===== config.mk =====
export PLATFORM = sky130hd
export DESIGN_NAME = irqc_banked
export DESIGN_NICKNAME = d
export VERILOG_FILES = /design/src/rtl/irqc_pkg.sv /design/src/rtl/irqc_nmi_cond.sv /design/src/rtl/irqc_bank.sv /design/src/rtl/irqc_prio.sv /design/src/rtl/irqc_banked.sv
export SDC_FILE = /design/constraint.sdc
export NUM_CORES = 1
export LEC_CHECK = 0
export ABC_CLOCK_PERIOD_IN_PS = 5730
export BUFFER_PORTS_ARGS = -buffer_cell sky130_fd_sc_hd__buf_2
export CELL_PAD_IN_SITES_DETAIL_PLACEMENT = 1
export CELL_PAD_IN_SITES_GLOBAL_PLACEMENT = 2
export CORE_ASPECT_RATIO = 0.9
export CORE_MARGIN = 2
export CORE_UTILIZATION = 40
export DETAILED_ROUTE_END_ITERATION = 10
export GPL_TIMING_DRIVEN = 1
export HOLD_SLACK_MARGIN = 0.15
export PLACE_DENSITY = 0.95
export SYNTH_ARGS = -nofsm -noshare
export SYNTH_HDL_FRONTEND = slang
export SYNTH_SLANG_ARGS = --single-unit

===== constraint.sdc =====
create_clock -name clk -period 5.73 [get_ports clk]
set_input_delay 1.4325 -clock clk [delete_from_list [all_inputs] [get_ports clk]]
set_output_delay 1.4325 -clock clk [all_outputs]
set_load 0.01 [all_outputs]

===== src/rtl/irqc_pkg.sv =====
// Shared constants and types for the banked interrupt controller.
// Assumes byte addresses of 8 bits with 16-byte register groups.
package irqc_pkg;

    localparam int unsigned ADDR_W = 8;

    // Register group codes taken from address bits 7:4.
    localparam logic [3:0] GRP_CTRL  = 4'h0;
    localparam logic [3:0] GRP_IPEND = 4'h1;
    localparam logic [3:0] GRP_FPEND = 4'h2;
    localparam logic [3:0] GRP_SEL   = 4'h3;
    localparam logic [3:0] GRP_EN    = 4'h4;
    localparam logic [3:0] GRP_MASK  = 4'h5;

    // Word index inside the control group.
    localparam logic [1:0] CTL_VECTOR = 2'd0;
    localparam logic [1:0] CTL_BASE   = 2'd1;
    localparam logic [1:0] CTL_PROT   = 2'd2;
    localparam logic [1:0] CTL_NMI    = 2'd3;

    // Recognition mode of the source-0 input.
    typedef enum logic [1:0] {
        NMI_HIGH = 2'd0,
        NMI_RISE = 2'd1,
        NMI_FALL = 2'd2,
        NMI_LOW  = 2'd3
    } nmi_mode_e;

endpackage


===== src/rtl/irqc_nmi_cond.sv =====
// Conditions the raw source-0 input according to the selected mode.
// Level modes pass the (possibly inverted) level; edge modes give a
// one-cycle pulse. Assumes the input is already synchronous to clk.
module irqc_nmi_cond
    import irqc_pkg::*;
(
    input  logic      clk,
    input  logic      rst_n,
    input  logic      raw_i,
    input  nmi_mode_e mode_i,
    output logic      trig_o
);

    logic prev_q;

    // Remember the previous input level for edge detection.
    always_ff @(posedge clk) begin
        if (!rst_n) prev_q <= 1'b0;
        else        prev_q <= raw_i;
    end

    // Select the trigger condition for the current mode.
    always_comb begin
        unique case (mode_i)
            NMI_HIGH: trig_o = raw_i;
            NMI_RISE: trig_o = raw_i & ~prev_q;
            NMI_FALL: trig_o = ~raw_i & prev_q;
            NMI_LOW:  trig_o = ~raw_i;
            default:  trig_o = 1'b0;
        endcase
    end

endmodule


===== src/rtl/irqc_bank.sv =====
// One bank of the controller: select, enable and mask storage plus the
// IRQ and FIQ pending registers. Bits set in STICKY_MASK hold their IRQ
// pending state until cleared by a 1 in clr_i; all other bits follow the
// live state each cycle. Assumes write strobes are already decoded.
module irqc_bank #(
    parameter int unsigned     W           = 32,
    parameter logic [W-1:0]    STICKY_MASK = '0
) (
    input  logic         clk,
    input  logic         rst_n,
    input  logic [W-1:0] wdata_i,
    input  logic         we_sel_i,
    input  logic         we_en_i,
    input  logic         we_mask_i,
    input  logic [W-1:0] clr_i,
    input  logic [W-1:0] src_i,
    output logic [W-1:0] sel_o,
    output logic [W-1:0] en_o,
    output logic [W-1:0] mask_o,
    output logic [W-1:0] ipend_o,
    output logic [W-1:0] fpend_o
);

    logic [W-1:0] live;
    logic [W-1:0] ipend_next;
    logic [W-1:0] fpend_next;

    // Configuration registers, written one word at a time.
    always_ff @(posedge clk) begin
        if (!rst_n) begin
            sel_o  <= '0;
            en_o   <= '0;
            mask_o <= '1;
        end else begin
            if (we_sel_i)  sel_o  <= wdata_i;
            if (we_en_i)   en_o   <= wdata_i;
            if (we_mask_i) mask_o <= wdata_i;
        end
    end

    // Gate the sources and steer them to a line; sticky bits keep state.
    always_comb begin
        live       = src_i & en_o & ~mask_o;
        ipend_next = (live & ~sel_o) | (ipend_o & STICKY_MASK & ~clr_i);
        fpend_next = live & sel_o;
    end

    // Pending registers.
    always_ff @(posedge clk) begin
        if (!rst_n) begin
            ipend_o <= '0;
            fpend_o <= '0;
        end else begin
            ipend_o <= ipend_next;
            fpend_o <= fpend_next;
        end
    end

endmodule


===== src/rtl/irqc_prio.sv =====
// Fixed-priority search: reports the lowest set index of req_i and
// whether any bit is set. Purely combinational.
module irqc_prio #(
    parameter int unsigned N     = 96,
    parameter int unsigned IDX_W = $clog2(N)
) (
    input  logic [N-1:0]     req_i,
    output logic             any_o,
    output logic [IDX_W-1:0] idx_o
);

    // Scan from the top so the lowest set bit is written last.
    always_comb begin
        idx_o = '0;
        for (int i = N - 1; i >= 0; i--) begin
            if (req_i[i]) idx_o = IDX_W'(i);
        end
        any_o = |req_i;
    end

endmodule


===== src/rtl/irqc_banked.sv =====
// Banked interrupt controller top: register decode, control registers,
// source-0 conditioning, the per-bank storage, priority vector and the
// two request lines. Assumes one strobe per access and at most four banks
// (the bank index is address bits 3:2).
module irqc_banked
    import irqc_pkg::*;
#(
    parameter int unsigned NUM_BANKS = 3,
    parameter int unsigned BANK_W    = 32
) (
    input  logic                          clk,
    input  logic                          rst_n,
    input  logic [NUM_BANKS*BANK_W-1:0]   src_i,
    input  logic [ADDR_W-1:0]             bus_addr_i,
    input  logic                          bus_wr_i,
    input  logic [BANK_W-1:0]             bus_wdata_i,
    input  logic                          bus_rd_i,
    output logic [BANK_W-1:0]             bus_rdata_o,
    output logic                          irq_o,
    output logic                          fiq_o
);

    localparam int unsigned NSRC  = NUM_BANKS * BANK_W;
    localparam int unsigned IDX_W = $clog2(NSRC);
    localparam int unsigned PAD_W = BANK_W - IDX_W - 2;

    logic [3:0]        grp;
    logic [1:0]        widx;
    logic              aligned;
    logic [NSRC-1:0]   sel_all, en_all, mask_all, ipend_all, fpend_all;
    logic [NSRC-1:0]   src_c;
    logic              nmi_trig;
    logic              nmi_clr;
    logic [BANK_W-1:2] base_q;
    logic              prot_q;
    nmi_mode_e         nmi_mode_q;
    logic              vec_any;
    logic [IDX_W-1:0]  vec_idx;
    logic [BANK_W-1:0] vector;
    logic [BANK_W-1:0] rd_next;

    // Split the address into group and word index.
    always_comb begin
        grp     = bus_addr_i[7:4];
        widx    = bus_addr_i[3:2];
        aligned = (bus_addr_i[1:0] == 2'b00);
    end

    // Clear request for the sticky source-0 IRQ pending bit.
    assign nmi_clr = bus_wr_i && aligned && grp == GRP_IPEND && widx == 2'd0
                     && bus_wdata_i[0];

    // Control registers: base address, protection and source-0 mode.
    always_ff @(posedge clk) begin
        if (!rst_n) begin
            base_q     <= '0;
            prot_q     <= 1'b0;
            nmi_mode_q <= NMI_HIGH;
        end else if (bus_wr_i && aligned && grp == GRP_CTRL) begin
            if (widx == CTL_BASE) base_q     <= bus_wdata_i[BANK_W-1:2];
            if (widx == CTL_PROT) prot_q     <= bus_wdata_i[0];
            if (widx == CTL_NMI)  nmi_mode_q <= nmi_mode_e'(bus_wdata_i[1:0]);
        end
    end

    irqc_nmi_cond u_nmi (
        .clk    (clk),
        .rst_n  (rst_n),
        .raw_i  (src_i[0]),
        .mode_i (nmi_mode_q),
        .trig_o (nmi_trig)
    );

    assign src_c = {src_i[NSRC-1:1], nmi_trig};

    // One storage bank per group of BANK_W sources; bank 0 bit 0 is sticky.
    for (genvar b = 0; b < NUM_BANKS; b++) begin : g_bank
        localparam logic [BANK_W-1:0] STICKY = (b == 0) ? BANK_W'(1) : '0;
        logic hit;
        logic [BANK_W-1:0] clr;

        assign hit = bus_wr_i && aligned && widx == 2'(b);
        assign clr = (hit && grp == GRP_IPEND) ? bus_wdata_i : '0;

        irqc_bank #(
            .W           (BANK_W),
            .STICKY_MASK (STICKY)
        ) u_bank (
            .clk       (clk),
            .rst_n     (rst_n),
            .wdata_i   (bus_wdata_i),
            .we_sel_i  (hit && grp == GRP_SEL),
            .we_en_i   (hit && grp == GRP_EN),
            .we_mask_i (hit && grp == GRP_MASK),
            .clr_i     (clr),
            .src_i     (src_c[b*BANK_W +: BANK_W]),
            .sel_o     (sel_all[b*BANK_W +: BANK_W]),
            .en_o      (en_all[b*BANK_W +: BANK_W]),
            .mask_o    (mask_all[b*BANK_W +: BANK_W]),
            .ipend_o   (ipend_all[b*BANK_W +: BANK_W]),
            .fpend_o   (fpend_all[b*BANK_W +: BANK_W])
        );
    end

    irqc_prio #(
        .N     (NSRC),
        .IDX_W (IDX_W)
    ) u_prio (
        .req_i (ipend_all),
        .any_o (vec_any),
        .idx_o (vec_idx)
    );

    // Vector word: four times the winning source number, 0 when idle.
    assign vector = vec_any ? {{PAD_W{1'b0}}, vec_idx, 2'b00} : '0;

    // Request lines.
    assign irq_o = |ipend_all;
    assign fiq_o = |fpend_all;

    // Read multiplexer over control and per-bank registers.
    always_comb begin
        rd_next = '0;
        if (aligned) begin
            if (grp == GRP_CTRL) begin
                unique case (widx)
                    CTL_VECTOR: rd_next = vector;
                    CTL_BASE:   rd_next = {base_q, 2'b00};
                    CTL_PROT:   rd_next = {{(BANK_W-1){1'b0}}, prot_q};
                    CTL_NMI:    rd_next = {{(BANK_W-2){1'b0}}, nmi_mode_q};
                    default:    rd_next = '0;
                endcase
            end else begin
                for (int b = 0; b < NUM_BANKS; b++) begin
                    if (widx == 2'(b)) begin
                        unique case (grp)
                            GRP_IPEND: rd_next = ipend_all[b*BANK_W +: BANK_W];
                            GRP_FPEND: rd_next = fpend_all[b*BANK_W +: BANK_W];
                            GRP_SEL:   rd_next = sel_all[b*BANK_W +: BANK_W];
                            GRP_EN:    rd_next = en_all[b*BANK_W +: BANK_W];
                            GRP_MASK:  rd_next = mask_all[b*BANK_W +: BANK_W];
                            default:   rd_next = '0;
                        endcase
                    end
                end
            end
        end
    end

    // Registered read data, loaded only on a read strobe.
    always_ff @(posedge clk) begin
        if (!rst_n)        bus_rdata_o <= '0;
        else if (bus_rd_i) bus_rdata_o <= rd_next;
    end

endmodule


==> impl_metrics.py, run 1 <==
metrics = {
    "status": {
        "outcome": "completed",
    },
    "setup_path": {
        "cp_num_buf_inv": 1,
        "crit_fanout": 5,
        "crit_type": "register to output port",
        "cpLargestDelayFamily": "simple AND/OR/NAND/NOR gates",
        "crit_chain": "nor4_1 -> nand4_1 -> nor4_2 -> and2_1 -> nand2b_1 -> buf_2",
        "worstReg2RegEnd": "bus_rdata_o[7]",
        "cp.arrival_ps": 3000,
        "rrSetupSlack_ps": 3120,
        "critical-path-max-stage-delay_ps": 630,
        "crit_slowest_cell": "nor4_1",
        "worstReg2RegStart": "g_bank[1].u_bank.ipend_o[19]",
        "required_ps": 4300,
        "end_kind": "output port",
        "start_kind": "register",
        "r2r_cells": 7,
    },
    "pwr": {
        "p_per_area_nw_per_um2": 306,
        "total_power_mw": 8.34,
        "peakVddDrop_mv": 0.209,
        "power.leakage_nw": 9.56,
    },
    "timing": {
        "fin_crit_sh_pct": 77.4,
        "skew_ps": 10.6,
        "max_freq_mhz": 226,
        "tightestPinTransition_ps": 1430,
        "slew_headroom_pct": 4.04,
        "hold_viol": 0,
        "period_needed_ps": 4430,
        "rsz0062_at_grt": "false",
        "drv_slew": 0,
        "fin_hold_ws_ps": 462,
        "setup_viol": 0,
        "fin_setup_tns_ps": 0,
    },
    "floorplanning": {
        "initial_utilization_pct": 40.5,
        "die_area_um2": 61200,
        "io_pins": 174,
        "fp.dieH_um": 235,
        "core_area_um2": 58400,
        "die-width_um": 260,
        "row_count": 84,
    },
    "synth": {
        "synth.avg_cell_area_um2": 8.38,
        "ys_ff_latch": 546,
        "synthAdderAreaFrac_pct": 0,
        "synth-edff-count": 0,
        "yosysSeqAreaShare_pct": 46.2,
        "synth_area_um2": 23700,
        "ys.flop_type": "dfxtp_1",
        "ys_warn_count": 0,
        "synthArstFlopShare_pct": 0,
        "synth_top_area_share_pct": 46.2,
        "synthCells": 2825,
        "synth-simple-area-share_pct": 28.6,
        "syn_nets": 2965,
        "synth_top_family_by_area": "simple AND/OR/NAND/NOR gates",
        "synth_compound_area_share_pct": 20.8,
        "synth_xor_area_share_pct": 0,
        "synth.distinct_cells": 73,
        "synthMuxAreaShare_pct": 0.174,
        "synth_top_area_cell": "dfxtp_1",
        "synthTopCellsByArea": "dfxtp_1, nand2_1, a21boi_0, a22oi_1, nand3_1",
    },
    "clocking": {
        "clock_latency_ps": 630,
        "ctsResizeCount": 0,
        "root_buffer": "clkbuf_16",
        "post-cts-setup-buffers": 0,
        "hold_buffers": 0,
        "cts_max_path_buffers": 3,
        "clock-sinks": 546,
        "cts_made_buffers": 57,
        "clk_pin_slew_ps": 60,
        "cts_tree": "built",
        "htree_levels": 2,
    },
    "global_routing": {
        "grt_pass1_vias": 24100,
        "groute.usage.overall_pct": 32.8,
        "antenna_found_initial": 0,
        "grt_max_degree": 154,
        "grt_pass1_wl_um": 153000,
        "overflow": 0,
    },
    "routing": {
        "antenna_left": 0,
        "first_pass_iters": 6,
        "routed-via-count": 23500,
        "first_iter_violations": 2213,
        "wire_per_inst_um": 27.8,
        "viasPerCell": 6.36,
        "drt-total-wl_um": 103000,
        "drc": 0,
    },
    "finish": {
        "drive_gt1_share_pct": 12.4,
        "final_nets": 3022,
        "multiInputGateArea_um2": 11800,
        "fillCellCount": 6900,
        "syn_to_final_growth_pct": 15.0,
        "ff_latch_area_um2": 10900,
    },
    "job": {
        "cap_violations": 0,
    },
    "min_path": {
        "hold_end": "base_q[12]",
        "hold_path_depth": 2,
        "hp-start": "base_q[12]",
        "holdCritPathClass": "register to register",
    },
    "place": {
        "gp_congestion": 0.900,
        "io_buffers": 173,
        "dp_hpwl_um": 67100,
    },
}
-- how the worst max path moves through the flow --
| stage | from | to | slack (ps) | depth (start not counted) |
|---|---|---|---|---|
| after floorplan | bus_addr_i[7] | bus_rdata_o[4] | 2630 | 10 |
| after global placement | bus_addr_i[5] | bus_rdata_o[30] | 1640 | 8 |
| after detailed placement | bus_addr_i[5] | bus_rdata_o[30] | 1580 | 8 |
| after CTS | g_bank[2].u_bank.fpend_o[30] | fiq_o | 1270 | 5 |
| after global routing | g_bank[0].u_bank.ipend_o[27] | irq_o | 1110 | 6 |
| final | g_bank[1].u_bank.ipend_o[19] | irq_o | 1300 | 6 |
-- power breakdown --
| group | internal, mW | total, mW | switching (mW) |
|---|---|---|---|
| clock | 2.50 | 4.13 | 1.64 |
| combinational | 0.117 | 0.398 | 0.281 |
| sequential | 3.80 | 3.81 | 0.00553 |
| total | 6.41 | 8.34 | 1.92 |
-- cell families after synthesis --
group,count (synthesis)
buf+inv,246
flops,546
compound gates,688
mux,4
simple gates,1341
-- sequential cells by signal, indices dropped and copies added (netlist names), 2 cells and up --
signal                 count
base_q                    30
bus_rdata_o               32
g_bank.u_bank.en_o        96
g_bank.u_bank.fpend_o     96
g_bank.u_bank.ipend_o     96
g_bank.u_bank.mask_o      96
g_bank.u_bank.sel_o       96
nmi_mode_q                 2
-- worst min-delay path, delay by kind of cell, from the launching register on --
kind | cells | cell delay, ps
flip-flops | 1 | 310
AO/OA/AOI/OAI | 1 | 60
AND/OR/NAND/NOR | 1 | 50
-- layer usage --
metal	GRT usage [%]	vias to the layer above	part of all wire [%]
met5	0	-	0
li1	-	10300	-
met4	16.4	0	5.4
met2	53.5	1129	46
met3	6.07	302	8.3
met1	41.5	11800	40
-- cell usage after synthesis, types with 12 or more instances --
library cell  number
a21boi_0         209
a21boi_1          17
a21oi_1          115
a221oi_1          13
a22oi_1          176
a31oi_1           37
a32oi_1           25
and2_1            27
and4_1            13
and4b_1           12
buf_2             65
clkbuf_1         155
dfxtp_1          546
inv_1             16
nand2_1          747
nand3_1          175
nand4_1           15
nor2_1            45
nor2b_1           24
nor3_1            45
nor3b_1           18
nor4_1            56
nor4b_1           67
nor4bb_1          65
o21ai_0           21
o2bb2ai_1         18
-- per-stage QoR --
stage | setup slack [ps] | area [µm²] | util, % | instances
6_report | 1300 | 27200 | 46.6 | 3704
5_1_grt | 1110 | 27200 | 46.6 | 3703
4_1_cts | 1270 | 27200 | 46.6 | 3703
3_5_place_dp | 1580 | 25200 | 43.0 | 3597
3_3_place_gp | 1640 | 25200 | 43.0 | 3597
2_1_floorplan | 2630 | 23700 | - | 2825
-- cell type report --
| cell class | instances | area share, % |
|---|---|---|
| Clock buffer | 80 | 6.19 |
| Clock inverter | 26 | 1.45 |
| Multi-Input combinational cell | 2033 | 43.3 |
| Sequential cell | 546 | 40.1 |
| Antenna cell | 1 | 0.00919 |
| Tap cell | 774 | 3.56 |
| Inverter | 17 | 0.234 |
| Timing Repair Buffer | 227 | 5.12 |
-- layout by cell type, fill, tap and decap left out, types with 6 or more instances in the layout --
master,instances
nand2_1,745
dfxtp_1,546
a21boi_0,209
a22oi_1,176
nand3_1,175
buf_2,172
a21oi_1,115
nor4b_1,67
nor4bb_1,65
clkbuf_16,59
nor4_1,55
buf_4,45
nor2_1,44
nor3_1,40
a31oi_1,37
a32oi_1,25
nor2b_1,24
and2_1,22
o21ai_0,21
o2bb2ai_1,18
nor3b_1,18
a21boi_1,17
inv_1,16
nand4_1,15
a221oi_1,13
and4_1,13
clkbuf_8,13
clkinv_2,13
and4b_1,12
bufinv_16,10
buf_12,9
a222oi_1,8
clkbuf_1,8
nor4_2,7
nand2b_1,7
o21a_1,6
No activity file was read; power rests on OpenSTA's default activity.
==> inputs of run 2 (changes only) <==
- ABC_AREA: default -> 1
- ABC_CLOCK_PERIOD_IN_PS: 5730 -> 4590
- CORE_UTILIZATION: 40 -> 36
- PLACE_DENSITY: 0.95 -> 0.89
- clock period: 5.73 -> 4.59 ns (I/O delays scaled with it)
==> run 2 against run 1 <==
  * The run now ends with negative setup slack left
  * Critical endpoint is now bus_rdata_o[2]
  * Via count is 2.9% lower
  * Total power is 21% higher
  * Global-route usage is 3.4 points lower
  * Count of clock-buffer cells in the layout is 12 higher
  * Largest cell class is now sequential cells
  * Sequential power is 25% higher
  * Worst setup slack worse by 2900 ps
  * Critical path depth is 93 higher
  * Die area is 8.2% higher
  * Utilization is 4.0 points lower
  * Largest power group unchanged
  * Combinational power is 42% higher
  * Sequential cell count stayed put
  * Worst hold slack worse by 20 ps
==> impl_metrics.py, run 2 <==
metrics = {
    "timing": {
        "fin_crit_sh_pct": 134,
        "skew_ps": 27.8,
        "slew_headroom_pct": 4.12,
        "tightestPinTransition_ps": 1440,
        "max_freq_mhz": 163,
        "drv_slew": 0,
        "setup_viol": 1,
        "period_needed_ps": 6150,
        "hold_viol": 0,
        "fin_setup_tns_ps": -1560,
        "fin_hold_ws_ps": 442,
        "rsz0062_at_grt": "true",
        "setup_ws_ps": -1560,
    },
    "setup_path": {
        "r2r_cells": 99,
        "crit_slowest_cell": "dfxtp_2",
        "worstReg2RegEnd": "bus_rdata_o[2]",
        "end_kind": "register",
        "crit_fanout": 2,
        "cp.arrival_ps": 6640,
        "worstReg2RegStart": "g_bank[2].u_bank.ipend_o[30]",
        "required_ps": 5080,
        "crit_type": "register to register",
        "critical-path-max-stage-delay_ps": 330,
        "cp_common_cell": "nand2_1",
        "start_kind": "register",
        "rrSetupSlack_ps": -1560,
    },
    "status": {
        "outcome": "complete, but fails checks",
        "violations": "negative setup slack",
    },
    "global_routing": {
        "grt_pass1_wl_um": 148000,
        "grt_pass1_vias": 23400,
        "antenna_found_initial": 1,
        "grt_max_degree": 234,
        "overflow": 0,
        "use_met1_pct": 37.5,
        "gr-usage-met3_pct": 5.15,
        "grtUsageMet2_pct": 47.8,
        "grt_busiest_layer": "met2",
        "groute.usage.overall_pct": 29.4,
    },
    "finish": {
        "syn_to_final_growth_pct": 17.7,
        "final_cell_count_no_fill": 3940,
        "final_cell_area_um2": 27200,
        "final_nets": 3180,
        "n_antenna_cell": 0,
        "fin_util_pct": 42.6,
        "layout_commonest_cell": "dfxtp_1",
        "drive_gt1_share_pct": 14.4,
        "layout_common_cells": "dfxtp_1, nand2_1, a21oi_1, o21ai_0, inv_1",
    },
    "floorplanning": {
        "fp.dieH_um": 244,
        "die-width_um": 271,
        "initial_utilization_pct": 36.2,
        "core_area_um2": 63800,
        "io_pins": 174,
        "die_area_um2": 66100,
        "row_count": 88,
    },
    "routing": {
        "antenna_left": 0,
        "drc": 0,
        "routed-via-count": 22900,
        "first_iter_violations": 1911,
        "first_pass_iters": 6,
        "wire_per_inst_um": 25.3,
        "drt-total-wl_um": 99600,
        "viasPerCell": 5.80,
    },
    "clocking": {
        "clk_pin_slew_ps": 70,
        "clock-sinks": 546,
        "cts_max_path_buffers": 3,
        "hold_buffers": 0,
        "htree_levels": 2,
        "cts_tree": "built",
        "clock_latency_ps": 650,
        "root_buffer": "clkbuf_16",
        "cts_made_buffers": 57,
    },
    "min_path": {
        "holdCritPathClass": "register to register",
        "hold_end": "g_bank[1].u_bank.ipend_o[16]",
        "hp-start": "g_bank[1].u_bank.sel_o[16]",
        "hold_path_depth": 1,
    },
    "synth": {
        "synth_area_um2": 23100,
        "synth_top_area_share_pct": 47.4,
        "ys_ff_latch": 546,
        "synth_commonest_cells": "dfxtp_1, nand2_1, a21oi_1",
        "ys_warn_count": 0,
        "synthArstFlopShare_pct": 0,
        "synth.distinct_cells": 47,
        "yosysSeqAreaShare_pct": 47.4,
        "synth.avg_cell_area_um2": 7.92,
        "synth-edff-count": 0,
        "ys.flop_type": "dfxtp_1",
        "synth.most_common_cell": "dfxtp_1",
        "syn_nets": 3055,
        "synthTopCellsByArea": "dfxtp_1, nand2_1, a21oi_1, o21ai_0, inv_1",
        "synthCells": 2915,
        "synth_top_area_cell": "dfxtp_1",
    },
    "pwr": {
        "p_per_area_nw_per_um2": 372,
        "power.leakage_nw": 10.8,
        "peakVddDrop_mv": 0.282,
        "total_power_mw": 10.1,
    },
    "place": {
        "dp_hpwl_um": 69500,
        "dpl_worst_slack_ps": -1560,
        "placed_area_um2": 25200,
        "dp_cells": 3835,
        "gp_congestion": 0.907,
        "io_buffers": 173,
    },
    "job": {
        "cap_violations": 0,
    },
}
-- run 2: critical path: cells and delay by family (launching register included) --
family	cells	cell delay (ps)
buffers and inverters	1	30
and+or+nand+nor	97	5580
AOI/OAI and AO/OA	1	50
DFF	1	330
-- run 2: area by class of cell --
class / count / area, µm²
sequential: 546 / 10900
clock buffer: 92 / 1790
tap: 855 / 1070
clock inverter: 12 / 119
inverter: 285 / 1600
timing repair buffer: 260 / 1700
multi-input combinational: 1890 / 9940
fill: 7706 / 36600
-- run 2: timing repair --
item / in CTS / in global routing
buffers inserted: 0 / 1
pin swaps: 0 / 5
endpoints found under the setup margin: 1 / 2
resized for setup: 4 / 14
-- run 2: cell families (layout without fill, tap and decap cells) --
logic type,Yosys count,after routing,share of synthesized area (%)
flip-flops,546,546,47.4
AO/OA/AOI/OAI,882,882,22.9
AND/OR/NAND/NOR,1008,1008,19.5
buffers and inverters,479,649,10.2
-- run 2: how the worst max path moves through the flow --
stage                                            start        endpoint  cells past startpoint
after detailed placement  g_bank[2].u_bank.ipend_o[30]  bus_rdata_o[2]                     99
after floorplan           g_bank[2].u_bank.ipend_o[30]  bus_rdata_o[2]                     99
after global routing      g_bank[2].u_bank.ipend_o[30]  bus_rdata_o[2]                     99
after CTS                 g_bank[2].u_bank.ipend_o[30]  bus_rdata_o[2]                     99
after global placement    g_bank[2].u_bank.ipend_o[30]  bus_rdata_o[2]                     99
final                     g_bank[2].u_bank.ipend_o[30]  bus_rdata_o[2]                     99
-- run 2: metal layers --
metal / routed length (µm) / share of wire [%] / vias up
li1: - / - / 10400
met1: 41700 / 42 / 11400
met2: 45600 / 46 / 876
met3: 6950 / 7.0 / 209
met4: 5370 / 5.4 / 0
met5: 0 / 0 / -
-- run 2: power by group --
| part | leakage, nW | internal (mW) | switching (mW) | total (mW) |
|---|---|---|---|---|
| Combinational | 5.45 | 0.134 | 0.430 | 0.564 |
| Clock | 0.941 | 2.76 | 2.03 | 4.79 |
| Sequential | 4.40 | 4.75 | 0.00681 | 4.75 |
==> inputs of run 3 (changes only) <==
- ABC_CLOCK_PERIOD_IN_PS: 4590 -> 5120
- CORE_UTILIZATION: 36 -> 32
- PLACE_DENSITY: 0.89 -> 0.84
- clock period: 4.59 -> 5.12 ns (I/O delays scaled with it)
==> run 3 against run 2 <==
  * The flow still finishes with violations (negative setup slack)
  * Sequential cell count unchanged
  * Sequential share of layout area down 0.10 points
  * Largest power group unchanged
  * Critical path type unchanged
  * Largest cell class unchanged
  * Worst setup slack better by 670 ps
  * Highest routed layer is now met5
==> impl_metrics.py, run 3 (synthesized netlist as in run 2, its figures left out) <==
metrics = {
    "setup_path": {
        "rrSetupSlack_ps": -890,
        "crit_fanout": 2,
        "crit_slowest_cell": "dfxtp_2",
        "crit_path_end": "bus_rdata_o[2]",
        "cp-startpoint": "g_bank[2].u_bank.ipend_o[30]",
        "worstReg2RegEnd": "bus_rdata_o[2]",
        "worstReg2RegStart": "g_bank[2].u_bank.ipend_o[30]",
        "required_ps": 5620,
        "cpLargestDelayFamily": "simple AND/OR/NAND/NOR gates",
        "cp_common_cell": "nand2_1",
        "start_kind": "register",
        "crit_type": "register to register",
        "end_kind": "register",
        "cp.arrival_ps": 6500,
        "cp.depth": 99,
        "r2r_cells": 99,
        "critical-path-max-stage-delay_ps": 320,
        "cp_num_buf_inv": 1,
    },
    "timing": {
        "max_freq_mhz": 166,
        "slew_headroom_pct": 18.0,
        "fin_setup_tns_ps": -887,
        "drv_slew": 0,
        "tightestPinTransition_ps": 1230,
        "fin_crit_sh_pct": 117,
        "period_needed_ps": 6010,
        "hold_viol": 0,
        "rsz0062_at_grt": "true",
        "setup_viol": 1,
        "setup_ws_ps": -887,
        "skew_ps": 25.8,
    },
    "global_routing": {
        "use_met1_pct": 33.7,
        "gr-usage-met3_pct": 5.49,
        "grt_busiest_layer": "met2",
        "antenna_found_initial": 4,
        "groute.usage.overall_pct": 26.7,
        "grtUsageMet2_pct": 42.4,
        "overflow": 0,
        "grt_max_degree": 253,
        "grt_pass1_wl_um": 150000,
        "grt_pass1_vias": 23700,
    },
    "place": {
        "dp_hpwl_um": 70600,
        "dp_cells": 3921,
        "gp_congestion": 0.897,
        "io_buffers": 173,
    },
    "finish": {
        "final_nets": 3171,
        "final_cell_count_no_fill": 4028,
        "ff_latch_area_um2": 10900,
        "drive_gt1_share_pct": 14.1,
        "layout_commonest_cell": "dfxtp_1",
        "fillCellCount": 8644,
        "layout_common_cells": "dfxtp_1, nand2_1, a21oi_1, o21ai_0, inv_1",
        "multiInputGateArea_um2": 9930,
        "syn_to_final_growth_pct": 18.0,
    },
    "routing": {
        "antenna_left": 0,
        "wire_per_inst_um": 25.1,
        "first_pass_iters": 5,
        "viasPerCell": 5.65,
        "drc": 0,
        "drt-total-wl_um": 101000,
        "routed-via-count": 22800,
        "first_iter_violations": 1795,
    },
    "pwr": {
        "total_power_mw": 9.22,
        "p_per_area_nw_per_um2": 339,
        "peakVddDrop_mv": 0.289,
        "power.leakage_nw": 10.8,
    },
    "clocking": {
        "post-cts-setup-buffers": 0,
        "htree_levels": 2,
        "hold_buffers": 0,
        "root_buffer": "clkbuf_16",
        "cts_made_buffers": 58,
        "cts_tree": "built",
        "clock_latency_ps": 630,
        "cts_max_path_buffers": 3,
        "clk_pin_slew_ps": 70,
        "clock-sinks": 546,
    },
    "floorplanning": {
        "die_area_um2": 74300,
        "io_pins": 174,
        "initial_utilization_pct": 32.3,
        "fp.dieH_um": 259,
        "row_count": 93,
        "die-width_um": 287,
        "core_area_um2": 71400,
    },
    "status": {
        "violations": "negative setup slack",
        "outcome": "complete, but fails checks",
    },
    "job": {
        "cap_violations": 0,
    },
    "min_path": {
        "holdCritPathClass": "register to register",
    },
}
==> run 3: what timing repair did <==
item,4_1_cts,5_1_grt
gates resized for setup,7,5
pin swaps,3,1
setup endpoints to repair,1,1
==> run 3: how the worst min path moves through the flow <==
stage	startpoint	end	slack, ps	depth (start not counted)
2_1_floorplan	g_bank[0].u_bank.sel_o[10]	g_bank[0].u_bank.ipend_o[10]	420	1
3_3_place_gp	g_bank[0].u_bank.sel_o[14]	g_bank[0].u_bank.ipend_o[14]	430	1
3_5_place_dp	g_bank[0].u_bank.sel_o[28]	g_bank[0].u_bank.ipend_o[28]	430	1
4_1_cts	g_bank[0].u_bank.sel_o[18]	g_bank[0].u_bank.ipend_o[18]	440	1
5_1_grt	g_bank[0].u_bank.sel_o[18]	g_bank[0].u_bank.ipend_o[18]	460	1
6_report	g_bank[0].u_bank.sel_o[13]	g_bank[0].u_bank.ipend_o[13]	450	1
==> run 3: final cells by class <==
class / count / area share, %
Antenna cell: 1 / 0.00919
Clock buffer: 90 / 6.70
Clock inverter: 16 / 0.676
Inverter: 285 / 5.87
Multi-Input combinational cell: 1890 / 36.5
Sequential cell: 546 / 40.2
Tap cell: 950 / 4.37
Timing Repair Buffer: 250 / 5.75
==> run 3: layer usage <==
layer	vias to the layer above	wire length, µm
li1	10400	-
met1	11200	42100
met2	918	45100
met3	253	7700
met4	2	6330
met5	-	11
==> run 3: metrics by stage <==
step | hold WS, ps | worst slack [ps] | instance area (µm²) | utilization [%]
after floorplan | 416 | 558 | 23100 | -
after global placement | 429 | -1000 | 25200 | 35.2
after detailed placement | 430 | -980 | 25200 | 35.2
after CTS | 443 | -905 | 27200 | 38.1
after global routing | 463 | -1810 | 27200 | 38.1
final | 447 | -887 | 27200 | 38.1
==> run 3: report_power, final <==
group          switching, mW  internal [mW]  leakage [nW]
Clock                   1.82           2.63          1.01
Sequential           0.00613           4.26          4.40
Combinational          0.389          0.118          5.37
